$ cat src/rtl/mantx_pkg.sv
package mantx_pkg;

  localparam int PRE_LEN_W  = 4;
  localparam int LEN_CODE_W = 2;
  localparam int MIN_CHAR   = 5;
  localparam int SUB_W      = 3;

  typedef enum logic [2:0] {
    ST_IDLE,
    ST_PRE,
    ST_SFD,
    ST_DATA,
    ST_END
  } tx_state_e;

  typedef struct packed {
    logic [1:0]            pre_kind;
    logic [PRE_LEN_W-1:0]  pre_len;
    logic                  invert;
    logic                  sync_mode;
    logic [LEN_CODE_W-1:0] len_code;
  } tx_cfg_t;

  // Level of one half of a coded bit: first half equals bit xor polarity.
  function automatic logic half_level(input logic bit_v, input logic inv,
                                      input logic second);
    logic first;
    first = bit_v ^ inv;
    return second ? ~first : first;
  endfunction

  // Logical value of preamble bit number idx (only its parity matters).
  function automatic logic pre_bit(input logic [1:0] kind, input logic idx_odd);
    case (kind)
      2'd0:    return 1'b1;
      2'd1:    return 1'b0;
      2'd2:    return ~idx_odd;
      default: return idx_odd;
    endcase
  endfunction

  // Number of data bits for a length code.
  function automatic logic [3:0] char_bits(input logic [LEN_CODE_W-1:0] code);
    return 4'(MIN_CHAR) + 4'(code);
  endfunction

endpackage

$ cat src/rtl/mantx_shift.sv
module mantx_shift #(
  parameter int CHAR_W = 8
) (
  input  logic              clk,
  input  logic              rst_n,
  input  logic              load,
  input  logic [CHAR_W-1:0] load_data,
  input  logic              advance,
  output logic              lsb
);
  logic [CHAR_W-1:0] sr_q;

  always_ff @(posedge clk or negedge rst_n) begin
    if (!rst_n)       sr_q <= '0;
    else if (load)    sr_q <= load_data;
    else if (advance) sr_q <= {1'b0, sr_q[CHAR_W-1:1]};
  end

  assign lsb = sr_q[0];

  // the shift register moves only on a load or a data-bit boundary
  assert_shift_hold_R11: assert property (@(posedge clk) disable iff (!rst_n)
    !load && !advance |=> $stable(sr_q));
endmodule

$ cat src/rtl/mantx_seq.sv
module mantx_seq
  import mantx_pkg::*;
(
  input  logic    clk,
  input  logic    rst_n,
  input  logic    start,
  input  tx_cfg_t cfg_in,
  input  logic    tick,
  input  logic    data_lsb,
  output logic    busy,
  output logic    drive_fire,
  output logic    drive_level,
  output logic    mid_fire,
  output logic    end_fire,
  output logic    data_adv
);
  tx_state_e       st_q;
  tx_cfg_t         cfg_q;
  logic [3:0]      idx_q;
  logic [SUB_W-1:0] sub_q;
  logic [3:0]      nbits;
  logic            sync_sfd;
  logic            pre_last, data_last, sfd_last;

  assign nbits     = char_bits(cfg_q.len_code);
  assign sync_sfd  = (st_q == ST_SFD) && cfg_q.sync_mode;
  assign pre_last  = (idx_q == cfg_q.pre_len - 4'd1);
  assign data_last = (idx_q == nbits - 4'd1);
  assign sfd_last  = cfg_q.sync_mode ? (sub_q == 3'd5) : (sub_q == 3'd1);
  assign busy      = (st_q != ST_IDLE);

  always_comb begin
    drive_fire = tick && (st_q == ST_PRE || st_q == ST_SFD || st_q == ST_DATA);
    end_fire   = tick && (st_q == ST_END);
    mid_fire   = drive_fire && sub_q[0] && !sync_sfd;
    data_adv   = drive_fire && (st_q == ST_DATA) && sub_q[0];
    case (st_q)
      ST_PRE:  drive_level = half_level(pre_bit(cfg_q.pre_kind, idx_q[0]),
                                        cfg_q.invert, sub_q[0]);
      ST_SFD:  drive_level = cfg_q.sync_mode ? (sub_q >= 3'd3)
                                             : half_level(1'b0, cfg_q.invert, sub_q[0]);
      ST_DATA: drive_level = half_level(data_lsb, cfg_q.invert, sub_q[0]);
      default: drive_level = 1'b1;
    endcase
  end

  always_ff @(posedge clk or negedge rst_n) begin
    if (!rst_n) begin
      st_q  <= ST_IDLE;
      cfg_q <= '0;
      idx_q <= '0;
      sub_q <= '0;
    end else if (start) begin
      cfg_q <= cfg_in;
      st_q  <= (cfg_in.pre_len != '0) ? ST_PRE : ST_SFD;
      idx_q <= '0;
      sub_q <= '0;
    end else if (tick) begin
      case (st_q)
        ST_PRE: begin
          if (sub_q[0]) begin
            sub_q <= '0;
            if (pre_last) begin
              st_q  <= ST_SFD;
              idx_q <= '0;
            end else begin
              idx_q <= idx_q + 4'd1;
            end
          end else begin
            sub_q <= 3'd1;
          end
        end
        ST_SFD: begin
          if (sfd_last) begin
            st_q  <= ST_DATA;
            sub_q <= '0;
            idx_q <= '0;
          end else begin
            sub_q <= sub_q + 3'd1;
          end
        end
        ST_DATA: begin
          if (sub_q[0]) begin
            sub_q <= '0;
            if (data_last) st_q <= ST_END;
            else           idx_q <= idx_q + 4'd1;
          end else begin
            sub_q <= 3'd1;
          end
        end
        ST_END:  st_q <= ST_IDLE;
        default: st_q <= ST_IDLE;
      endcase
    end
  end

  // an accepted character makes the block busy on the next cycle
  assert_start_busy_R10: assert property (@(posedge clk) disable iff (!rst_n)
    start |=> busy);
  // preamble bit counter never passes the programmed length
  assert_pre_bound_R5: assert property (@(posedge clk) disable iff (!rst_n)
    st_q == ST_PRE |-> (cfg_q.pre_len != '0) && (idx_q < cfg_q.pre_len));
  // data bit counter stays below the selected character length
  assert_data_bound_R4: assert property (@(posedge clk) disable iff (!rst_n)
    st_q == ST_DATA |-> idx_q < nbits);
  // no new character is taken while a frame is running
  assert_no_restart_R12: assert property (@(posedge clk) disable iff (!rst_n)
    busy |-> !start);
endmodule

$ cat src/rtl/mantx_line.sv
module mantx_line (
  input  logic clk,
  input  logic rst_n,
  input  logic drive_fire,
  input  logic drive_level,
  input  logic mid_fire,
  input  logic end_fire,
  output logic line_out
);
  logic line_q;

  always_ff @(posedge clk or negedge rst_n) begin
    if (!rst_n)          line_q <= 1'b1;
    else if (end_fire)   line_q <= 1'b1;
    else if (drive_fire) line_q <= drive_level;
  end

  assign line_out = line_q;

  // every coded bit toggles the line at its mid-point
  assert_mid_toggle_R2: assert property (@(posedge clk) disable iff (!rst_n)
    mid_fire |=> line_out != $past(line_out));
  // without a half-bit event the line holds its level
  assert_line_hold_R2: assert property (@(posedge clk) disable iff (!rst_n)
    !drive_fire && !end_fire |=> $stable(line_out));
  // closing the frame leaves the line high
  assert_end_high_R10: assert property (@(posedge clk) disable iff (!rst_n)
    end_fire |=> line_out);
endmodule

$ cat src/rtl/mantx_top.sv
module mantx_top
  import mantx_pkg::*;
#(
  parameter int CHAR_W = 8
) (
  input  logic                  clk,
  input  logic                  rst_n,
  input  logic                  half_tick,
  input  logic                  in_valid,
  output logic                  in_ready,
  input  logic [CHAR_W-1:0]     in_data,
  input  logic [1:0]            cfg_pre_kind,
  input  logic [PRE_LEN_W-1:0]  cfg_pre_len,
  input  logic                  cfg_invert,
  input  logic                  cfg_sync_mode,
  input  logic [LEN_CODE_W-1:0] cfg_len_code,
  output logic                  line_out,
  output logic                  busy
);
  tx_cfg_t cfg_in;
  logic    accept;
  logic    data_lsb, drive_fire, drive_level, mid_fire, end_fire, data_adv;

  assign cfg_in   = '{pre_kind: cfg_pre_kind, pre_len: cfg_pre_len,
                      invert: cfg_invert, sync_mode: cfg_sync_mode,
                      len_code: cfg_len_code};
  assign in_ready = !busy;
  assign accept   = in_valid && in_ready;

  mantx_shift #(.CHAR_W(CHAR_W)) u_shift (
    .clk(clk), .rst_n(rst_n), .load(accept), .load_data(in_data),
    .advance(data_adv), .lsb(data_lsb)
  );

  mantx_seq u_seq (
    .clk(clk), .rst_n(rst_n), .start(accept), .cfg_in(cfg_in), .tick(half_tick),
    .data_lsb(data_lsb), .busy(busy), .drive_fire(drive_fire),
    .drive_level(drive_level), .mid_fire(mid_fire), .end_fire(end_fire),
    .data_adv(data_adv)
  );

  mantx_line u_line (
    .clk(clk), .rst_n(rst_n), .drive_fire(drive_fire), .drive_level(drive_level),
    .mid_fire(mid_fire), .end_fire(end_fire), .line_out(line_out)
  );

  // an idle transmitter keeps the line high
  assert_idle_high_R1: assert property (@(posedge clk) disable iff (!rst_n)
    !busy |-> line_out);
  // busy starts only from an accepted handshake
  assert_busy_from_accept_R11: assert property (@(posedge clk) disable iff (!rst_n)
    $rose(busy) |-> $past(in_valid));
endmodule

$ cat config.mk
export PLATFORM = sky130hd
export DESIGN_NAME = mantx_top
export DESIGN_NICKNAME = d
export VERILOG_FILES = /design/src/rtl/mantx_pkg.sv /design/src/rtl/mantx_shift.sv /design/src/rtl/mantx_seq.sv /design/src/rtl/mantx_line.sv /design/src/rtl/mantx_top.sv
export SDC_FILE = /design/constraint.sdc
export NUM_CORES = 1
export LEC_CHECK = 0
export BUFFER_PORTS_ARGS = -buffer_cell sky130_fd_sc_hd__buf_2
export CAP_MARGIN = 20
export CORE_MARGIN = 4
export CORE_UTILIZATION = 39
export DETAILED_ROUTE_END_ITERATION = 10
export HOLD_SLACK_MARGIN = 0.06
export PLACE_DENSITY = 0.61
export SYNTH_ARGS = -nofsm -noshare
export SYNTH_HDL_FRONTEND = slang
export SYNTH_HIERARCHICAL = 1
export SYNTH_SLANG_ARGS = --single-unit
$ cat constraint.sdc
create_clock -name clk -period 7.65 [get_ports clk]
set_clock_uncertainty 0.1 [all_clocks]
set_input_delay 0 -clock clk [delete_from_list [all_inputs] [get_ports clk]]
set_output_delay 0 -clock clk [all_outputs]
set_load 0.05 [all_outputs]
**After elaboration in Yosys (flattened, before gate mapping)**

Index checks and enable logic that the tools add are counted.

- Bitwise operators: 6
- Multiplexer cells: 34
- Equal/unequal tests: 16
- Reductions and logical operators: 20
- $add $sub $neg: 5
- Magnitude comparators: 1

Operator list:

| kind | count |
|---|---|
| 2-to-1 mux 3 bit | 10 |
| 2-to-1 mux 4 bit | 7 |
| 2-to-1 mux 8 bit | 2 |
| != test 3 x 2 -> 1 bit (second input constant) | 5 |
| case mux 4 bit (3 select lines) | 1 |
| AND reduction 6 bit | 2 |
| 2-to-1 mux 1 bit | 9 |
| case mux 3 bit (3 select lines) | 1 |
| == test 4 bit | 2 |
| nonzero test 4 bit | 2 |
| subtractor 4 x 1 -> 4 bit (second input constant) | 2 |
| == test 3 x 1 -> 1 bit (second input constant) | 2 |
| == test 3 x 2 -> 1 bit (second input constant) | 2 |
| == test 3 bit (second input constant) | 2 |
| case mux 1 bit (3 select lines) | 2 |
| case mux 3 bit (2 select lines) | 1 |
| nonzero test 2 bit | 3 |
| nonzero test 3 bit | 2 |
| logical AND 1 bit | 5 |
| adder 3 x 2 -> 4 bit (first input constant) | 1 |
| adder 4 x 1 -> 4 bit (second input constant) | 1 |
| NOT 1 bit | 4 |
| adder 3 x 1 -> 3 bit (second input constant) | 1 |
| >= comparator 3 x 2 -> 1 bit (second input constant) | 1 |
| 10 further kinds | 12 |

- Flip-flop bits (word level): 29

**Longest topological paths before layout**

- Depth after elaboration: 9
- Gate-level depth with buffers: 8

**Cells and area by module**

Netlist, hierarchy kept.

By module, submodules not included:

| module | times used | seq. area each (µm²) | area each (µm²) | cells each |
|---|---|---|---|---|
| mantx_seq | 1 | 500.5 | 1308.8 | 141 |
| mantx_shift | 1 | 200.2 | 369.1 | 34 |
| mantx_line | 1 | 26.3 | 41.3 | 3 |
| mantx_top | 1 | 0.0 | 10.0 | 2 |

**Worst setup path before layout**

No wires, ideal clock.

- Kind: reg2reg
- Start point: register u_seq.st_q[1]
- End point: register u_seq.st_q[0]
- Arrival time: 2.962 ns
- Library setup time: 0.116 ns
- Required time: 7.434 ns
- Path buffers: 1
- Stages on the path, launching flop included: 9
- Setup slack: 4.473 ns
- Cell sequence: dfrtp_1 > clkbuf_1 > or3_1 > nor2b_1 > nor2_1 > o2111a_1 > or2_2 > or4b_1 > o311ai_0

- Word-level cells in the longest chain between the ends: 5
- Elaborated cells on any way between the ends: 16
- Those cells by class: 8 x eq/ne; 3 x mux; 5 x reduce/logical

Ends and longest elaborated chain:

| what | line | RTL |
|---|---|---|
| from (decl) | mantx_seq.sv:17 | `tx_state_e st_q;` |
| from (signal assigned) | mantx_seq.sv:55 | `st_q <= (cfg_in.pre_len != '0) ? ST_PRE : ST_SFD;` |
| nonzero test 3 bit * | mantx_seq.sv:30 | `assign busy = (st_q != ST_IDLE);` |
| net busy | mantx_top.sv:18 | `output logic busy` |
| zero test 1 bit * | mantx_top.sv:27 | `assign in_ready = !busy;` |
| logical AND 1 bit * | mantx_top.sv:28 | `assign accept = in_valid && in_ready;` |
| net accept | mantx_top.sv:21 | `logic accept;` |
| != test 3 x 2 -> 1 bit (no source line) / nonzero test 2 bit (equally long branches) | - |  |
| AND reduction 6 bit (no source line) | - |  |

The timed path passes the listed nets; every way through them passes the cells marked *. The select of a mux whose other input is x is not followed.
A chain may end at the register's enable or synchronous reset.

**Worst setup path after layout**

- Start point: register u_seq.st_q[1]
- End point: register u_seq.st_q[0]

- Word-level cells in the longest chain between the ends: 5
- Elaborated cells on any way between the ends: 16
- Those cells by class: 8 x eq/ne; 3 x mux; 5 x reduce/logical

Ends and longest elaborated chain:

| what | line |
|---|---|
| nonzero test 3 bit * | mantx_seq.sv:30 |
| zero test 1 bit * | mantx_top.sv:27 |
| logical AND 1 bit * | mantx_top.sv:28 |
| net accept | mantx_top.sv:21 |
| != test 3 x 2 -> 1 bit (no source line) / nonzero test 2 bit (equally long branches) | - |
| AND reduction 6 bit (no source line) | - |

Marks and branches as above.

==> key figures <==
Finish
  – Layout cells sized above 1: 20.2%
  – Fill cells: 399
  – Final Non-Filler Cells: 273
  – N_diodes: 0
  – P&R area growth vs syn: 25.5%
  – Layout net count: 250

CTS
  – Clock-pin slew on the worst setup and hold paths: 60 ps
  – Root buffer cell: clkbuf_8
  – Max clock buf depth: 2
  – Insertion delay to the later sink of the worst-skew pair: 280 ps
  – Clk sink count: 29
  – H-tree levels: 2
  – CTS tree: built
  – TritonCTS Buffers: 5

Floorplanning
  – IO Pins: 25
  – Rows: 23
  – Initial Utilization: 41.5%
  – Die X-Extent: 74.4 um
  – Die area: 5530 um2
  – Core Area: 4140 um2
  – Die height: 74.4 um

GRT
  – Largest net degree at the start of global routing: 30
  – Antenna violations before repair: 0
  – First-pass GRT wire length: 6930 um
  – Vias in the first global route: 1536
  – Gr usage total: 16.5%
  – GRT overflow: 0

Place
  – HPWL Detailed: 2820 um
  – Port bufs: 24
  – GP Congestion: 0.841
  – Inst Count DP: 246

Timing
  – Hold Violations, Final: 0
  – Worst Max-Slew Pin Slew: 720 ps
  – Slew Viols, Final: 0
  – Fmax: 333 MHz
  – RSZ-0062 raised after global routing: no
  – Setup_tns: 0 ps
  – Final setup fails: 0
  – Hold_ws: 154 ps
  – Min Tclk post-route: 3010 ps
  – Slew HR: 51.6%
  – Period utilisation layout: 39.3%

Pwr
  – PwrDens: 380 nW/um2
  – Total power: 819 uW
  – Static leakage: 0.964 nW
  – VDD IR max: 0.000169 V

Min path
  – Hold Crit Depth: 4
  – Min-Delay Startpoint: in_valid
  – Hold Crit Endpoint: u_seq/cfg_q[5]
  – Worst hold path class: in2reg

Run
  – Max-cap violation count: 0

Yosys
  – Mapped Nets: 205
  – Mapped Area: 1720 um2
  – Synth warn: 6
  – Mapped Cells: 178
  – Post-Syn Area per Cell: 9.66 um2

Detailed routing
  – Initial drt markers: 75
  – Vias per inst: 5.35
  – WL final: 3900 um
  – Residual DRC: 0
  – Detail Route Antenna Nets: 0
  – WL per Instance: 14.3 um
  – Initial DRT Pass Iterations: 4
  – Via count: 1460

Setup path
  – CP Capture Type: flop
  – Reg2reg setup slack: 4640 ps
  – Critical path required time: 7720 ps
  – Max FO, Critical Path: 16
  – Reg2reg start: u_seq/st_q[1]
  – Worst setup SP type: flop
  – Reg2reg end: u_seq/st_q[0]
  – CP arrival: 3070 ps
  – CP Class: reg2reg
  – Worst setup path startpoint: u_seq/st_q[1]
  – Reg2Reg Depth: 7

Status
  – Status: completed
critical path, cell delays in order, from the launching register on:
cell	delay, ps
dfrtp_1	510
or3_1	450
nor2b_2	500
nor2_1	150
o2111a_1	200
or2_2	350
or4b_1	540
o311ai_0	100
worst max path at each step:
stage                          endpoint  slack, ps  depth (start not counted)
after floorplan           u_seq/st_q[0]       4490                          8
after global placement    u_seq/st_q[0]       4790                          7
after detailed placement  u_seq/st_q[0]       4680                          7
after CTS                 u_seq/st_q[0]       4660                          7
after global routing      u_seq/st_q[0]       4430                          7
final                     u_seq/st_q[0]       4640                          7
metrics by stage:
step	cell area (um2)	setup WS (ps)	util [%]
final	2160	4640	52.1
after global routing	2160	4430	52.1
after CTS	2160	4660	52.1
after detailed placement	1870	4680	45.1
after global placement	1870	4790	45.1
after floorplan	1720	4490	-
placed cells by master, fill, tap and decap left out, types with 6 or more instances in the layout:
master,instances
buf_2,24
clkbuf_8,6
dfrtp_1,28
dlygate4sd3_1,20
inv_1,11
mux2_2,8
mux2i_1,7
nand2_1,16
nor2_1,18
o21ai_0,6
o21ai_1,7
o31ai_1,6
xor2_1,9
final cells by class:
| class | instances | area (um2) | area share [%] |
|---|---|---|---|
| multi-input combinational | 130 | 905 | 41.9 |
| sequential | 29 | 727 | 33.7 |
| timing repair buffer | 46 | 335 | 15.5 |
| clock buffer | 7 | 86.3 | 4.00 |
| tap | 50 | 62.6 | 2.90 |
| inverter | 11 | 41.3 | 1.91 |
repair_timing:
action                                 in CTS  in global routing
gates resized for setup                     0                  0
setup buffers                               0                  0
endpoints found under the hold margin      49                  0
hold buffers                               20                  0
routing by layer:
layer / part of all wire (%) / vias up / track usage [%]
met3: 4.5 / 9 / 5.81
met1: 45 / 707 / 20.7
met2: 49 / 26 / 26.6
met4: 1.4 / 0 / 5.34
li1: - / 718 / -
met5: 0 / - / 0
sequential cells by signal, indices dropped and copies added, names as in the netlist:
signal and count:
u_line/line_out 1, u_seq/cfg_q 10, u_seq/idx_q 4, u_seq/st_q 3, u_seq/sub_q 3, u_shift/sr_q 8
report_power, final:
group	switching, mW	internal (mW)	total, mW	leakage (nW)
registers	0.0712	0.224	0.296	0.351
clock network	0.0539	0.0711	0.125	0.0443
logic	0.214	0.184	0.398	0.569
(Power assumes the default switching activity.)
